File: config.mk
export PLATFORM = sky130hd
export DESIGN_NAME = ixn_perf_mon
export DESIGN_NICKNAME = d
export VERILOG_FILES = /design/src/rtl/ipm_pkg.sv /design/src/rtl/ipm_event_pick.sv /design/src/rtl/ipm_counter.sv /design/src/rtl/ixn_perf_mon.sv
export SDC_FILE = /design/constraint.sdc
export NUM_CORES = 1
export LEC_CHECK = 0
export CAP_MARGIN = 20
export CORE_MARGIN = 4
export CORE_UTILIZATION = 46
export CTS_CLUSTER_DIAMETER = 200
export DETAILED_ROUTE_END_ITERATION = 7
export HOLD_SLACK_MARGIN = 0.15
export PLACE_DENSITY = 0.7
export SLEW_MARGIN = 20
export SYNTH_ARGS = -nofsm -noshare
export SYNTH_HDL_FRONTEND = slang
export SYNTH_SLANG_ARGS = --single-unit
File: constraint.sdc
create_clock -name clk -period 8.7 [get_ports clk]
set_input_delay 0.87 -clock clk [delete_from_list [all_inputs] [get_ports clk]]
set_output_delay 0.87 -clock clk [all_outputs]
set_load 0.02 [all_outputs]
File: src/rtl/ipm_pkg.sv
package ipm_pkg;

   // Offsets inside a 4 KB counter bank
   localparam logic [11:0] OFF_SEL  = 12'h000;
   localparam logic [11:0] OFF_CNT  = 12'h004;
   localparam logic [11:0] OFF_CTL  = 12'h008;
   localparam logic [11:0] OFF_OVF  = 12'h00C;
   // Block-wide registers, reachable only in bank 0
   localparam logic [11:0] OFF_GCTL = 12'h100;
   localparam logic [11:0] OFF_ID   = 12'hFE8;

   localparam int NCNT_LSB = 11;
   localparam int NCNT_W   = 5;
   localparam int REV_LSB  = 4;
   localparam int REV_W    = 4;

   typedef enum logic [2:0] {
      RK_NONE,
      RK_SEL,
      RK_CNT,
      RK_CTL,
      RK_OVF,
      RK_GCTL,
      RK_ID
   } reg_kind_e;

   function automatic reg_kind_e classify(input logic [11:0] off, input logic first_bank);
      reg_kind_e k;
      case (off)
         OFF_SEL:  k = RK_SEL;
         OFF_CNT:  k = RK_CNT;
         OFF_CTL:  k = RK_CTL;
         OFF_OVF:  k = RK_OVF;
         OFF_GCTL: k = first_bank ? RK_GCTL : RK_NONE;
         OFF_ID:   k = first_bank ? RK_ID : RK_NONE;
         default:  k = RK_NONE;
      endcase
      return k;
   endfunction

endpackage

File: src/rtl/ipm_event_pick.sv
module ipm_event_pick #(
   parameter int ID_W     = 8,
   parameter bit IS_CYCLE = 1'b0
) (
   input  logic [(1<<ID_W)-1:0] pulses,
   input  logic [ID_W-1:0]      sel,
   output logic                 hit
);

   generate
      if (IS_CYCLE) begin : g_cycle
         // the cycle counter sees a hit on every clock
         logic unused_inputs;
         assign unused_inputs = ^{pulses, sel};
         assign hit = 1'b1;
      end else begin : g_event
         assign hit = pulses[sel];
      end
   endgenerate

endmodule

File: src/rtl/ipm_counter.sv
module ipm_counter #(
   parameter bit IS_CYCLE = 1'b0,
   parameter int CNT_W    = 32,
   parameter int ID_W     = 8
) (
   input  logic                 clk,
   input  logic                 rst_n,
   input  logic                 run_en,
   input  logic                 we_sel,
   input  logic                 we_cnt,
   input  logic                 we_ctl,
   input  logic                 we_ovf,
   input  logic [CNT_W-1:0]     wdata,
   input  logic [(1<<ID_W)-1:0] pulses,
   output logic [ID_W-1:0]      sel_q,
   output logic [CNT_W-1:0]     cnt_q,
   output logic                 en_q,
   output logic                 ovf_q
);

   logic hit;
   logic step;
   logic wrap;

   ipm_event_pick #(.ID_W(ID_W), .IS_CYCLE(IS_CYCLE)) u_pick (
      .pulses (pulses),
      .sel    (sel_q),
      .hit    (hit)
   );

   assign step = run_en && en_q && hit;
   assign wrap = step && !we_cnt && (cnt_q == {CNT_W{1'b1}});

   generate
      if (IS_CYCLE) begin : g_no_sel
         logic unused_we_sel;
         assign unused_we_sel = we_sel;
         assign sel_q = '0;
      end else begin : g_sel
         always_ff @(posedge clk or negedge rst_n) begin
            if (!rst_n)      sel_q <= '0;
            else if (we_sel) sel_q <= wdata[ID_W-1:0];
         end
      end
   endgenerate

   always_ff @(posedge clk or negedge rst_n) begin
      if (!rst_n)      cnt_q <= '0;
      else if (we_cnt) cnt_q <= wdata;
      else if (step)   cnt_q <= cnt_q + 1'b1;
   end

   always_ff @(posedge clk or negedge rst_n) begin
      if (!rst_n)      en_q <= 1'b0;
      else if (we_ctl) en_q <= wdata[0];
   end

   // a new overflow outranks a clear in the same cycle
   always_ff @(posedge clk or negedge rst_n) begin
      if (!rst_n)                  ovf_q <= 1'b0;
      else if (wrap)               ovf_q <= 1'b1;
      else if (we_ovf && wdata[0]) ovf_q <= 1'b0;
   end

   p_hold_r3: assert property (@(posedge clk) disable iff (!rst_n)
      (!(run_en && en_q) && !we_cnt) |=> $stable(cnt_q));

   p_load_r6: assert property (@(posedge clk) disable iff (!rst_n)
      we_cnt |=> (cnt_q == $past(wdata)));

   p_sticky_r7: assert property (@(posedge clk) disable iff (!rst_n)
      (ovf_q && !(we_ovf && wdata[0])) |=> ovf_q);

   p_wrap_r7: assert property (@(posedge clk) disable iff (!rst_n)
      ((cnt_q == '0) && ($past(cnt_q) == {CNT_W{1'b1}}) && !$past(we_cnt)) |-> ovf_q);

   generate
      if (IS_CYCLE) begin : g_cyc_chk
         p_tick_r5: assert property (@(posedge clk) disable iff (!rst_n)
            (run_en && en_q && !we_cnt) |=> (cnt_q == CNT_W'($past(cnt_q) + 1'b1)));
      end
   endgenerate

endmodule

File: src/rtl/ixn_perf_mon.sv
module ixn_perf_mon import ipm_pkg::*; #(
   parameter int NUM_EVT_CTRS = 4,
   parameter int CNT_W        = 32,
   parameter int ADDR_W       = 16,
   parameter int SRC_W        = 3,
   parameter int CODE_W       = 5,
   parameter int REVISION     = 5
) (
   input  logic                              clk,
   input  logic                              rst_n,
   input  logic                              bus_sel,
   input  logic                              bus_wr,
   input  logic [ADDR_W-1:0]                 bus_addr,
   input  logic [CNT_W-1:0]                  bus_wdata,
   output logic [CNT_W-1:0]                  bus_rdata,
   input  logic [(1<<(SRC_W+CODE_W))-1:0]    evt_pulse,
   output logic [NUM_EVT_CTRS:0]             ovf_irq
);

   localparam int NUM_CTRS = NUM_EVT_CTRS + 1;
   localparam int ID_W     = SRC_W + CODE_W;
   localparam int BANK_W   = ADDR_W - 12;

   generate
      if (BANK_W < 1 || NUM_CTRS > (1 << BANK_W)) begin : g_bad_addr
         $error("address too narrow for the counter banks");
      end
      if (NUM_EVT_CTRS >= (1 << NCNT_W)) begin : g_bad_num
         $error("event counter count does not fit its field");
      end
      if (CNT_W < 16 || ID_W > CNT_W) begin : g_bad_width
         $error("counter width too small for the register map");
      end
      if (REVISION >= (1 << REV_W)) begin : g_bad_rev
         $error("revision does not fit its field");
      end
   endgenerate

   logic [11:0]       off;
   logic [BANK_W-1:0] bank;
   reg_kind_e         kind;
   logic              wr_go;
   logic              gen_q;

   assign off   = bus_addr[11:0];
   assign bank  = bus_addr[ADDR_W-1:12];
   assign kind  = classify(off, bank == '0);
   assign wr_go = bus_sel && bus_wr;

   always_ff @(posedge clk or negedge rst_n) begin
      if (!rst_n)                           gen_q <= 1'b0;
      else if (wr_go && (kind == RK_GCTL))  gen_q <= bus_wdata[0];
   end

   logic [ID_W-1:0]  sel_v [NUM_CTRS];
   logic [CNT_W-1:0] cnt_v [NUM_CTRS];
   logic             en_v  [NUM_CTRS];
   logic             ovf_v [NUM_CTRS];

   generate
      for (genvar i = 0; i < NUM_CTRS; i++) begin : g_ctr
         logic mine;
         assign mine = wr_go && (bank == BANK_W'(i));

         ipm_counter #(
            .IS_CYCLE (i == 0),
            .CNT_W    (CNT_W),
            .ID_W     (ID_W)
         ) u_ctr (
            .clk    (clk),
            .rst_n  (rst_n),
            .run_en (gen_q),
            .we_sel (mine && (kind == RK_SEL)),
            .we_cnt (mine && (kind == RK_CNT)),
            .we_ctl (mine && (kind == RK_CTL)),
            .we_ovf (mine && (kind == RK_OVF)),
            .wdata  (bus_wdata),
            .pulses (evt_pulse),
            .sel_q  (sel_v[i]),
            .cnt_q  (cnt_v[i]),
            .en_q   (en_v[i]),
            .ovf_q  (ovf_v[i])
         );

         assign ovf_irq[i] = ovf_v[i];
      end
   endgenerate

   always_comb begin
      bus_rdata = '0;
      if (bus_sel && !bus_wr) begin
         case (kind)
            RK_GCTL: begin
               bus_rdata[0] = gen_q;
               bus_rdata[NCNT_LSB +: NCNT_W] = NCNT_W'(NUM_EVT_CTRS);
            end
            RK_ID: bus_rdata[REV_LSB +: REV_W] = REV_W'(REVISION);
            default: begin
               for (int i = 0; i < NUM_CTRS; i++) begin
                  if (bank == BANK_W'(i)) begin
                     case (kind)
                        RK_SEL:  bus_rdata[ID_W-1:0] = sel_v[i];
                        RK_CNT:  bus_rdata = cnt_v[i];
                        RK_CTL:  bus_rdata[0] = en_v[i];
                        RK_OVF:  bus_rdata[0] = ovf_v[i];
                        default: bus_rdata = '0;
                     endcase
                  end
               end
            end
         endcase
      end
   end

endmodule

Word-level counts from Yosys, hierarchy flattened --
Index checks and enable logic that the tools add are counted.
Storage, ports and cells: flip-flop bits (word level) 203, input port bits 308, output and inout bits 37, logic and storage cells 183
Operators by class: $add $sub $neg 5, order comparisons 4, eq/ne operators 20, mux-type cells 62, reduce and logical (&&, ||, !) cells 72
Operator list (number):
- $mux W32 | 20
- $pmux W24 S2 | 4
- $add A32 B1 Y32 const B | 5
- $eq A32 B32 Y1 const B | 5
- $pmux W7 S3 | 4
- $logic_and A1 B1 Y1 | 51
- $lt A8 B9 Y1 const B | 4
- $bmux W1 S8 | 4
- $eq A12 B4 Y1 const B | 2
- $mux W24 | 1
- $reduce_bool A2 Y1 | 10
- $pmux W3 S6 | 1
- $mux W16 | 1
- $pmux W1 S4 | 4
- $mux W1 | 14
- $eq A12 B12 Y1 const B | 1
- $eq A12 B3 Y1 const B | 1
- $eq A12 B9 Y1 const B | 1
- $logic_not A12 Y1 | 1
- $mux W3 | 4
- $pmux W5 S2 | 1
- $eq A3 B3 Y1 const B | 3
- $eq A4 B2 Y1 const B | 2
- $pmux W4 S2 | 1
- 11 further kinds | 18

Longest topological paths before layout --
Gate-level depths: netlist of the first run.
word-level depth 20, gate-level depth with buffers 14, depth with buffers taken out 8

Hierarchy --
From an unflattened synthesis of the first run, not the netlist that was laid out.
Unflattened totals: cell total of the unflattened synthesis 2409, area total of the unflattened synthesis 22487.8 um^2
Modules (own cells, without submodules):
- ipm_counter (g_ctr[1].u_ctr ...) | instances 4, cells an instance 246, area an instance 2338.5 um^2, sequential area each 1051.0 um^2
- ipm_event_pick (g_ctr[1].u_ctr.u_pick ...) | instances 4, cells an instance 220, area an instance 2222.1 um^2, sequential area each 0.0 um^2
- ixn_perf_mon | instances 1, cells an instance 302, area an instance 2157.1 um^2, sequential area each 25.0 um^2
- ipm_counter (g_ctr[0].u_ctr) | instances 1, cells an instance 241, area an instance 2077.0 um^2, sequential area each 850.8 um^2
- ipm_event_pick (g_ctr[0].u_ctr.u_pick) | instances 1, cells an instance 2, area an instance 11.3 um^2, sequential area each 0.0 um^2

Worst setup path after synthesis of the first run --
OpenSTA, ideal clock, no wires.
path kind input-to-output, from input port bus_addr[6], to output port bus_rdata[27], data arrival time 3162 ps, data required time 7830 ps, setup slack 4668 ps, cell stages on the path 10, path buffers 4, path through nor4_1 > nand2_1 > nor3b_1 > clkbuf_1 > and2_1 > clkbuf_1 > clkbuf_1 > nand2b_1 > clkbuf_1 > a21oi_1
On the way: word-level cells in the longest chain between the ends 19, elaborated cells on any way between the ends 31, those cells by class eq/ne (11); mux (17); reduce/logical (3)
Ends and longest elaborated chain:
- start: declaration | line ixn_perf_mon.sv:13 | input logic [ADDR_W-1:0] bus_addr,
- $eq A12 B12 Y1, or another cell as far along | line ipm_pkg.sv:29 | case (off)
- $pmux W3 S6 * | line ipm_pkg.sv:29
- $eq A3 B2 Y1 | line ixn_perf_mon.sv:101 | case (kind)
- $mux W24 | line ixn_perf_mon.sv:101
- $mux W32 | line ixn_perf_mon.sv:100 | if (bank == BANK_W'(i)) begin
- $mux W32 | line ixn_perf_mon.sv:92 | case (kind)
- $mux W32
- $pmux W24 S2 | line ixn_perf_mon.sv:101
- [... 3 more ...]
- $pmux W24 S2 | line ixn_perf_mon.sv:101
- $mux W32 | line ixn_perf_mon.sv:100
- $pmux W24 S2 | line ixn_perf_mon.sv:101
- $mux W32 | line ixn_perf_mon.sv:100
- $pmux W24 S2 | line ixn_perf_mon.sv:101
- $mux W32 | line ixn_perf_mon.sv:100
- $mux W16 * | line ixn_perf_mon.sv:92
- $mux W32 * | line ixn_perf_mon.sv:91 | if (bus_sel && !bus_wr) begin
- end: declaration | line ixn_perf_mon.sv:15 | output logic [CNT_W-1:0] bus_rdata,
Mark *: on every way between the ends. The rest lies on a longest branch, timed or not. The select of a mux whose other input is x is not followed.

Worst setup path in the final report of the first run --
from input port bus_addr[12], to output port bus_rdata[30]
On the way: word-level cells in the longest chain between the ends 20, elaborated cells on any way between the ends 32, those cells by class eq/ne (10); mux (19); reduce/logical (3)
Ends and longest elaborated chain (line):
- $logic_not A4 Y1 | ixn_perf_mon.sv:47, ixn_perf_mon.sv:100
- $mux W3, on equally long branches | ipm_pkg.sv:34, ipm_pkg.sv:35
- $pmux W3 S6 | ipm_pkg.sv:29
- $eq A3 B2 Y1 | ixn_perf_mon.sv:101
- $mux W24 | ixn_perf_mon.sv:101
- $mux W32 | ixn_perf_mon.sv:100
- $mux W32 | ixn_perf_mon.sv:92
- $mux W32
- [... 4 more ...]
- $pmux W24 S2 | ixn_perf_mon.sv:101
- $mux W32 | ixn_perf_mon.sv:100
- $pmux W24 S2 | ixn_perf_mon.sv:101
- $mux W32 | ixn_perf_mon.sv:100
- $pmux W24 S2 | ixn_perf_mon.sv:101
- $mux W32 | ixn_perf_mon.sv:100
- $mux W16 * | ixn_perf_mon.sv:92
- $mux W32 * | ixn_perf_mon.sv:91
Marked as above.

==> impl_results.md, run 1 <==
* Final Cycle Share at 65.4%
* Worst setup EP type: output port
* Unrepaired setup endpoints after global routing: no
* CP top delay family: simple AND/OR/NAND/NOR gates
* Starting density of the core at approximately 47%
* Pin count of the biggest net entering global routing at 84
* Hold WS at roughly 370 ps
* Vias post-DR at approximately 22,000
* Reg2Reg Depth at 9
* Worst-Skew Late Latency at 540 ps
* CTS Buf Count at 24
* Synth unique cells at 70
* Total grt overflow at 0
* Cell with the most instances after synthesis: mux4_2
* Setup TNS at 0 ps
* Max_cap viols at 0
* Final Max Tran Viols at 0
* Crit-path max FO at 30
* Worst Setup Path Type: in -> out
* Vias in the first global route at 21,070
* Overall die height at between 200 and 250 µm
* Synthesized area at 0.0213 mm²
* Final hold violation count at 0
* Rows at a little under 80
* CTS sink cnt at between 200 and 250
* Crit path time final at 5690 ps
* GPL Wtd Cong at 0.976
* Area of the die at 0.0498 mm²
* WL final at 94.1 mm
* CTS tree: done
* Worst EP arrival at 4820 ps
* Worst min path class: in -> async
* Hold Buf Count CTS at 0
* Synth async-reset ratio at 100%
* Tot GR Track Use at between 30% and 40%
* Slew @ Worst Pin at 1190 ps
* R2R Path End: g_ctr[3].u_ctr.cnt_q[21]$_DFFE_PN0P_
* Share of Yosys cell area claimed by the top area cell type at 25.5%
* Worst path cell trace: clkdlybuf4s50_1 -> buf_4 -> nor4_2 -> buf_4 -> nand4b_1 -> nor3_1 -> or3_1 -> nand2b_1 -> a21oi_1 -> clkdlybuf4s50_1
* Post-synth top cells: 241 x mux4_2, 220 x nand2_1, 203 x dfrtp_1
* CTS clk-pin slew, worst paths at 60 ps
* Final Power at 0.00248 W
* Max incr delay on CP at 790 ps
* CP Buf/Inv Count at 4
* Port buffer count at 344
* Initial drt markers at 3,090
* Layout Nets at 2,743
* Syn_area_per_cell at around 9.6 µm²
* Outcome: finished clean
* Crit-path slowest cell: nand2b_1
* Warnings, synthesis at 0
* # DRC at 0
* Synth Instances at ~2,200
* CTS H-Tree Depth at 1
* Root Driver: clkbuf_16
* Clock Tree Buf Depth at 3
* Die X at 223 µm
* Synthesized flop and latch total at 203
* R2R Setup Slk at 3500 ps
* RR Startpoint: g_ctr[3].u_ctr.sel_q[0]$_DFFE_PN0P_
* Setup Skew at between 9 and 10 ps
* # Post-CTS Setup Buffers at 0
* First-pass iteration count of the detailed router at 7
* Cell taking the most area after synthesis: mux4_2
* Cts repair resizes at 0
* Fmax at 0.176 GHz
* Worst vdd ir at 130 µV
* Post-route ant nets at 0
* # IOs at 345
* Share of layout cells above drive strength 1 at 16.4%
* Main area contributors after synthesis: mux4_2 25%, dfrtp_1 24%, mux2i_1 5.6%, nand2_1 3.9%, xnor2_1 3.1%
* Initial antenna violation count at 12
* Rel. slew slack at between 10% and 20%
* Seq/Total Area, Yosys at a little under a quarter
* Leak pwr at 8.55 nW
* Setup violators final at 0
* CP Launch Type: primary input
* Vias/cell at between 7 and 8
* Power Density at 96.0 mW/mm²
* First-pass GRT wire length at approximately 140 mm
* Post-synth EDFFs at 0
* Synth Net Count at 2,533
* Required time of the critical path at between 7000 and 8000 ps
* Area of the core at about 0.046 mm²
* Hpwl dp at 71.8 mm
* Area delta synth->final at 21.4%
* Drt wl/cell at about 31 µm
* Main synth FF type: dfrtp_1
[where the power goes]
part / leakage (nW) / internal, W / switching [W]
clock network: 0.409 / 0.000619 / 0.000432
logic: 5.80 / 0.000240 / 0.000209
registers: 2.34 / 0.000958 / 0.0000241
[per-layer routing]
layer,up-vias,part of all wire (%),global-route usage [%]
met5,-,0.055,0
met4,8,3.3,9.92
met3,216,14,10.7
met2,1613,44,54.6
met1,10995,39,52.2
li1,9170,-,-
[flip-flops by register name, indices dropped and copies added (netlist names)]
name,cells
g_ctr.u_ctr.ovf_q,5
g_ctr.u_ctr.sel_q,32
gen_q,1
g_ctr.u_ctr.cnt_q,160
g_ctr.u_ctr.en_q,5
[cells in the final DEF (no fill, tap or decap), drive strengths merged, types with 32 or more instances in the layout]
cell type and n:
xnor2 76, mux2i 120, mux4 241, a21oi 92
nor4 61, buf 40, dfrtp 203, inv 35
nand3 108, o21ai 121, clkbuf 35, clkdlybuf4s50 343
mux2 42, nor3 43, nand4 32, nor2 147
nand2 220, a22oi 85, and3 50
[cell families (layout without fill, tap and decap cells)]
family / count (synthesis) / count (layout) / share of synthesized area [%]
buf+inv: 237 / 464 / 4.71
flops: 203 / 203 / 23.9
xor+xnor: 101 / 101 / 4.15
fa+ha+maj: 5 / 5 / 0.294
mux: 403 / 403 / 33.3
other cells: 0 / 8 / 0
compound gates: 470 / 470 / 14.7
simple gates: 801 / 801 / 18.9
[per-stage QoR]
| stage | instances | util, % | setup WS (ps) | cell area (µm²) |
|---|---|---|---|---|
| 5_1_grt | 3055 | 56.8 | 2830 | 25900 |
| 3_3_place_gp | 3003 | 54.9 | 3080 | 25000 |
| 4_1_cts | 3046 | 56.7 | 3010 | 25800 |
| 3_5_place_dp | 3003 | 54.9 | 3030 | 25000 |
| 6_report | 3055 | 56.8 | 3010 | 25900 |
| 2_1_floorplan | 2220 | - | 4670 | 21300 |
[how the worst max path moves through the flow]
stage	cells after the start	to	startpoint	slack, ps
2_1_floorplan	10	bus_rdata[27]	bus_addr[6]	4670
3_3_place_gp	9	bus_rdata[18]	bus_addr[6]	3080
3_5_place_dp	9	bus_rdata[30]	bus_addr[6]	3030
4_1_cts	9	bus_rdata[30]	bus_addr[6]	3010
5_1_grt	10	bus_rdata[11]	bus_addr[12]	2830
6_report	10	bus_rdata[30]	bus_addr[12]	3010
[final cells by class]
class,count,area (µm²)
Fill cell,4012,19700
Multi-Input combinational cell,1780,15300
Sequential cell,203,5100
Timing Repair Buffer,384,3760
Tap cell,600,751
Clock buffer,34,739
Inverter,37,139
Clock inverter,9,76.3
Antenna cell,8,20.0
[worst reg2reg max path, cell delays in order, from the launching register on]
cell and delay, ps:
dfrtp_4 800, buf_4 550, mux4_2 570, a22oi_1 260
a21oi_1 150, a2111oi_0 1010, a21oi_1 370, nand3b_1 880
mux2i_1 200, a211o_1 300
Note: power is estimated with default switching activity, not from simulation.
==> inputs of run 2 (changes only) <==
Settings changed: PLACE_DENSITY 0.7 to 0.73.
Clock period 8.7 ns to 4.7 ns, I/O delays scaled along.
==> run 2 against run 1 <==
  * The run now ends with design-rule violations left
  * Combinational power grew 87%
  * Critical path depth shrank 3
  * Sequential share of layout area shrank 0.32 points
  * Clock skew grew 3.6 ps
  * Die area is the same
  * Global-route usage shrank 0.073 points
  * Count of clock-buffer cells in the layout is the same
  * Sequential power grew 85%
  * Critical path type unchanged
  * Setup slack lost 2500 ps
  * Non-clock buffer count grew 47
==> impl_results.md, run 2 (same netlist as run 1, synthesis figures left out) <==
* Top reg by flops: g_ctr.u_ctr.cnt_q
* Crit-path slowest cell: and2_1
* Hold Crit Depth at 2
* Failing checks: design-rule violations
* Worst setup EP type: output port
* Clock share of power at a little over two fifths
* Clock Tree Buf Depth at 3
* Worst-Skew Late Latency at 530 ps
* Initial antenna violation count at 6
* # IOs at 345
* Crit-path max FO at 14
* Tot GR Track Use at a little over a third
* Hold Path Origin: g_ctr[0].u_ctr.ovf_q$_DFFE_PN0P_
* # DRC at 9
* CP Launch Type: primary input
* Crit path time final at ~4200 ps
* Required time of the critical path at 4230 ps
* Outcome: complete, but fails checks
* Worst min path class: reg -> reg
* Cell internal pwr at 0.00341 W
* Port buffer count at 344
* CTS tree: done
* Reg2Reg Depth at 10
* CTS sink cnt at 203
* Net switching power at around 0.0012 W
* Root Driver: clkbuf_16
* Final Max Tran Viols at 0
* Post-route ant nets at 0
* Hpwl dp at roughly 73 mm
* Worst vdd ir at 215 µV
* Initial drt markers at 3,428
* Setup TNS at 0 ps
* WL final at 94.3 mm
* Max incr delay on CP at 710 ps
* Vias in the first global route at approximately 21,000
* First-pass iteration count of the detailed router at 8
* R2R Setup Slk at 620 ps
* Overall die height at 223 µm
* Max reg flops at 160
* RR Startpoint: g_ctr[3].u_ctr.sel_q[0]$_DFFE_PN0P_
* Final Util at 57.7%
* Share of layout cells above drive strength 1 at 17.9%
* Layout Nets at 2,790
* Setup Skew at 13.5 ps
* Commonest cells after routing, fill and taps aside: 343 x clkdlybuf4s50_1, 241 x mux4_2, 220 x nand2_1
* Worst path cell trace: clkdlybuf4s50_1 -> nor2_1 -> and2_1 -> buf_4 -> a22oi_1 -> a21oi_1 -> clkdlybuf4s50_1
* Total grt overflow at 0
* # Post-CTS Setup Buffers at 0
* Largest registers: g_ctr.u_ctr.cnt_q: 160 flops, g_ctr.u_ctr.sel_q: 32 flops
* Rows at 78
* Leak pwr at 8.81 nW
* Starting density of the core at 46.7%
* Vias/cell at between 7 and 8
* Switching Share at between 20% and 30%
* Rel. slew slack at 28.9%
* Fill cell count at 3,926
* Max_cap viols at 0
* Area of the core at approximately 0.046 mm²
* Area of the die at 0.0498 mm²
* Slew @ Worst Pin at 1060 ps
* Setup violators final at 0
* CTS clk-pin slew, worst paths at 50 ps
* Vias post-DR at roughly 22,000
* Final hold violation count at 0
* Hold Path End: g_ctr[0].u_ctr.ovf_q$_DFFE_PN0P_
* Drt wl/cell at between 30 and 40 µm
* CTS Buf Count at 24
* Worst Setup Path Type: in -> out
* Area delta synth->final at 23.4%
* First-pass GRT wire length at 139 mm
* Worst EP arrival at 3770 ps
* Die X at 223 µm
* Most common cell after layout, fill and taps aside: clkdlybuf4s50_1
* Register share of total power at 39.2%
* R2R Path End: g_ctr[3].u_ctr.cnt_q[21]$_DFFE_PN0P_
* Pin count of the biggest net entering global routing at 102
* GPL Wtd Cong at between 1 and 1.5
* Fmax at 0.236 GHz
* Unrepaired setup endpoints after global routing: no
* Power Density at 176 mW/mm²
* Logic gate share of total power at 18.1%
* Most frequent CP cell: clkdlybuf4s50_1
* Final Cycle Share at 90.2%
* CTS H-Tree Depth at 1
## run 2: cell count changes in the layout (fill, tap and decap cells not counted), sizes merged
cell	change
dlygate4sd3	+1
bufinv	+1
buf	+46
diode	-6
## run 2: power groups by stage
| stage | Combinational, W | Clock [W] | Sequential [W] |
|---|---|---|---|
| floorplan | 0.000296 | 0 | 0.00183 |
| global placement | 0.000801 | 0 | 0.00184 |
| detailed placement | 0.000816 | 0 | 0.00185 |
| CTS | 0.000820 | 0.00199 | 0.00181 |
| global route | 0.000877 | 0.00206 | 0.00182 |
| finish | 0.000840 | 0.00197 | 0.00182 |
## run 2: final cells by class
class | count | area [µm²] | share of cell area [%]
diodes | 2 | 5.00 | 0.0190
clock buffers | 34 | 729 | 2.77
clock inverters | 10 | 103 | 0.390
inverters | 37 | 139 | 0.528
multi-input cells | 1780 | 15300 | 58.1
flip-flops and latches | 203 | 5100 | 19.4
well taps | 600 | 751 | 2.86
repair buffers | 431 | 4190 | 15.9
## run 2: how the worst max path moves through the flow
stage / from / endpoint / cells past startpoint
floorplan: g_ctr[3].u_ctr.sel_q[0]$_DFFE_PN0P_ / g_ctr[3].u_ctr.cnt_q[10]$_DFFE_PN0P_ / 12
global placement: bus_addr[15] / bus_rdata[2] / 7
detailed placement: evt_pulse[9] / g_ctr[1].u_ctr.cnt_q[20]$_DFFE_PN0P_ / 9
CTS: bus_addr[15] / bus_rdata[15] / 7
global route: bus_addr[6] / bus_rdata[4] / 11
finish: bus_addr[15] / bus_rdata[15] / 7
## run 2: routing by layer
layer	part of all wire (%)	track usage, %	vias up
met3	15	13.1	277
met1	37	50.4	10940
li1	-	-	9257
met4	4.0	11.6	6
met5	0.040	0	-
met2	43	53.8	1788
## run 2: what timing repair did
item | CTS | global route
gates resized for setup | 0 | 0
endpoints found under the setup margin | 0 | 0
hold buffers | 1 | 0
endpoints found under the hold margin | 97 | 0
## run 2: stage by stage
stage	cells	power [W]	cell area [µm²]	setup WS, ps	hold WS, ps
finish	3097	0.00463	26300	463	544
global route	3097	0.00475	26300	410	563
CTS	3095	0.00462	26300	586	541
detailed placement	3050	0.00266	25400	585	529
global placement	3050	0.00265	25400	572	521
floorplan	2220	0.00213	21300	1280	174
## run 2: worst max-delay path, delay by kind of cell
family / cells / cell delay [ps]
buffers and inverters: 3 / 1490
AOI/OAI and AO/OA: 2 / 410
and+or+nand+nor: 2 / 1380
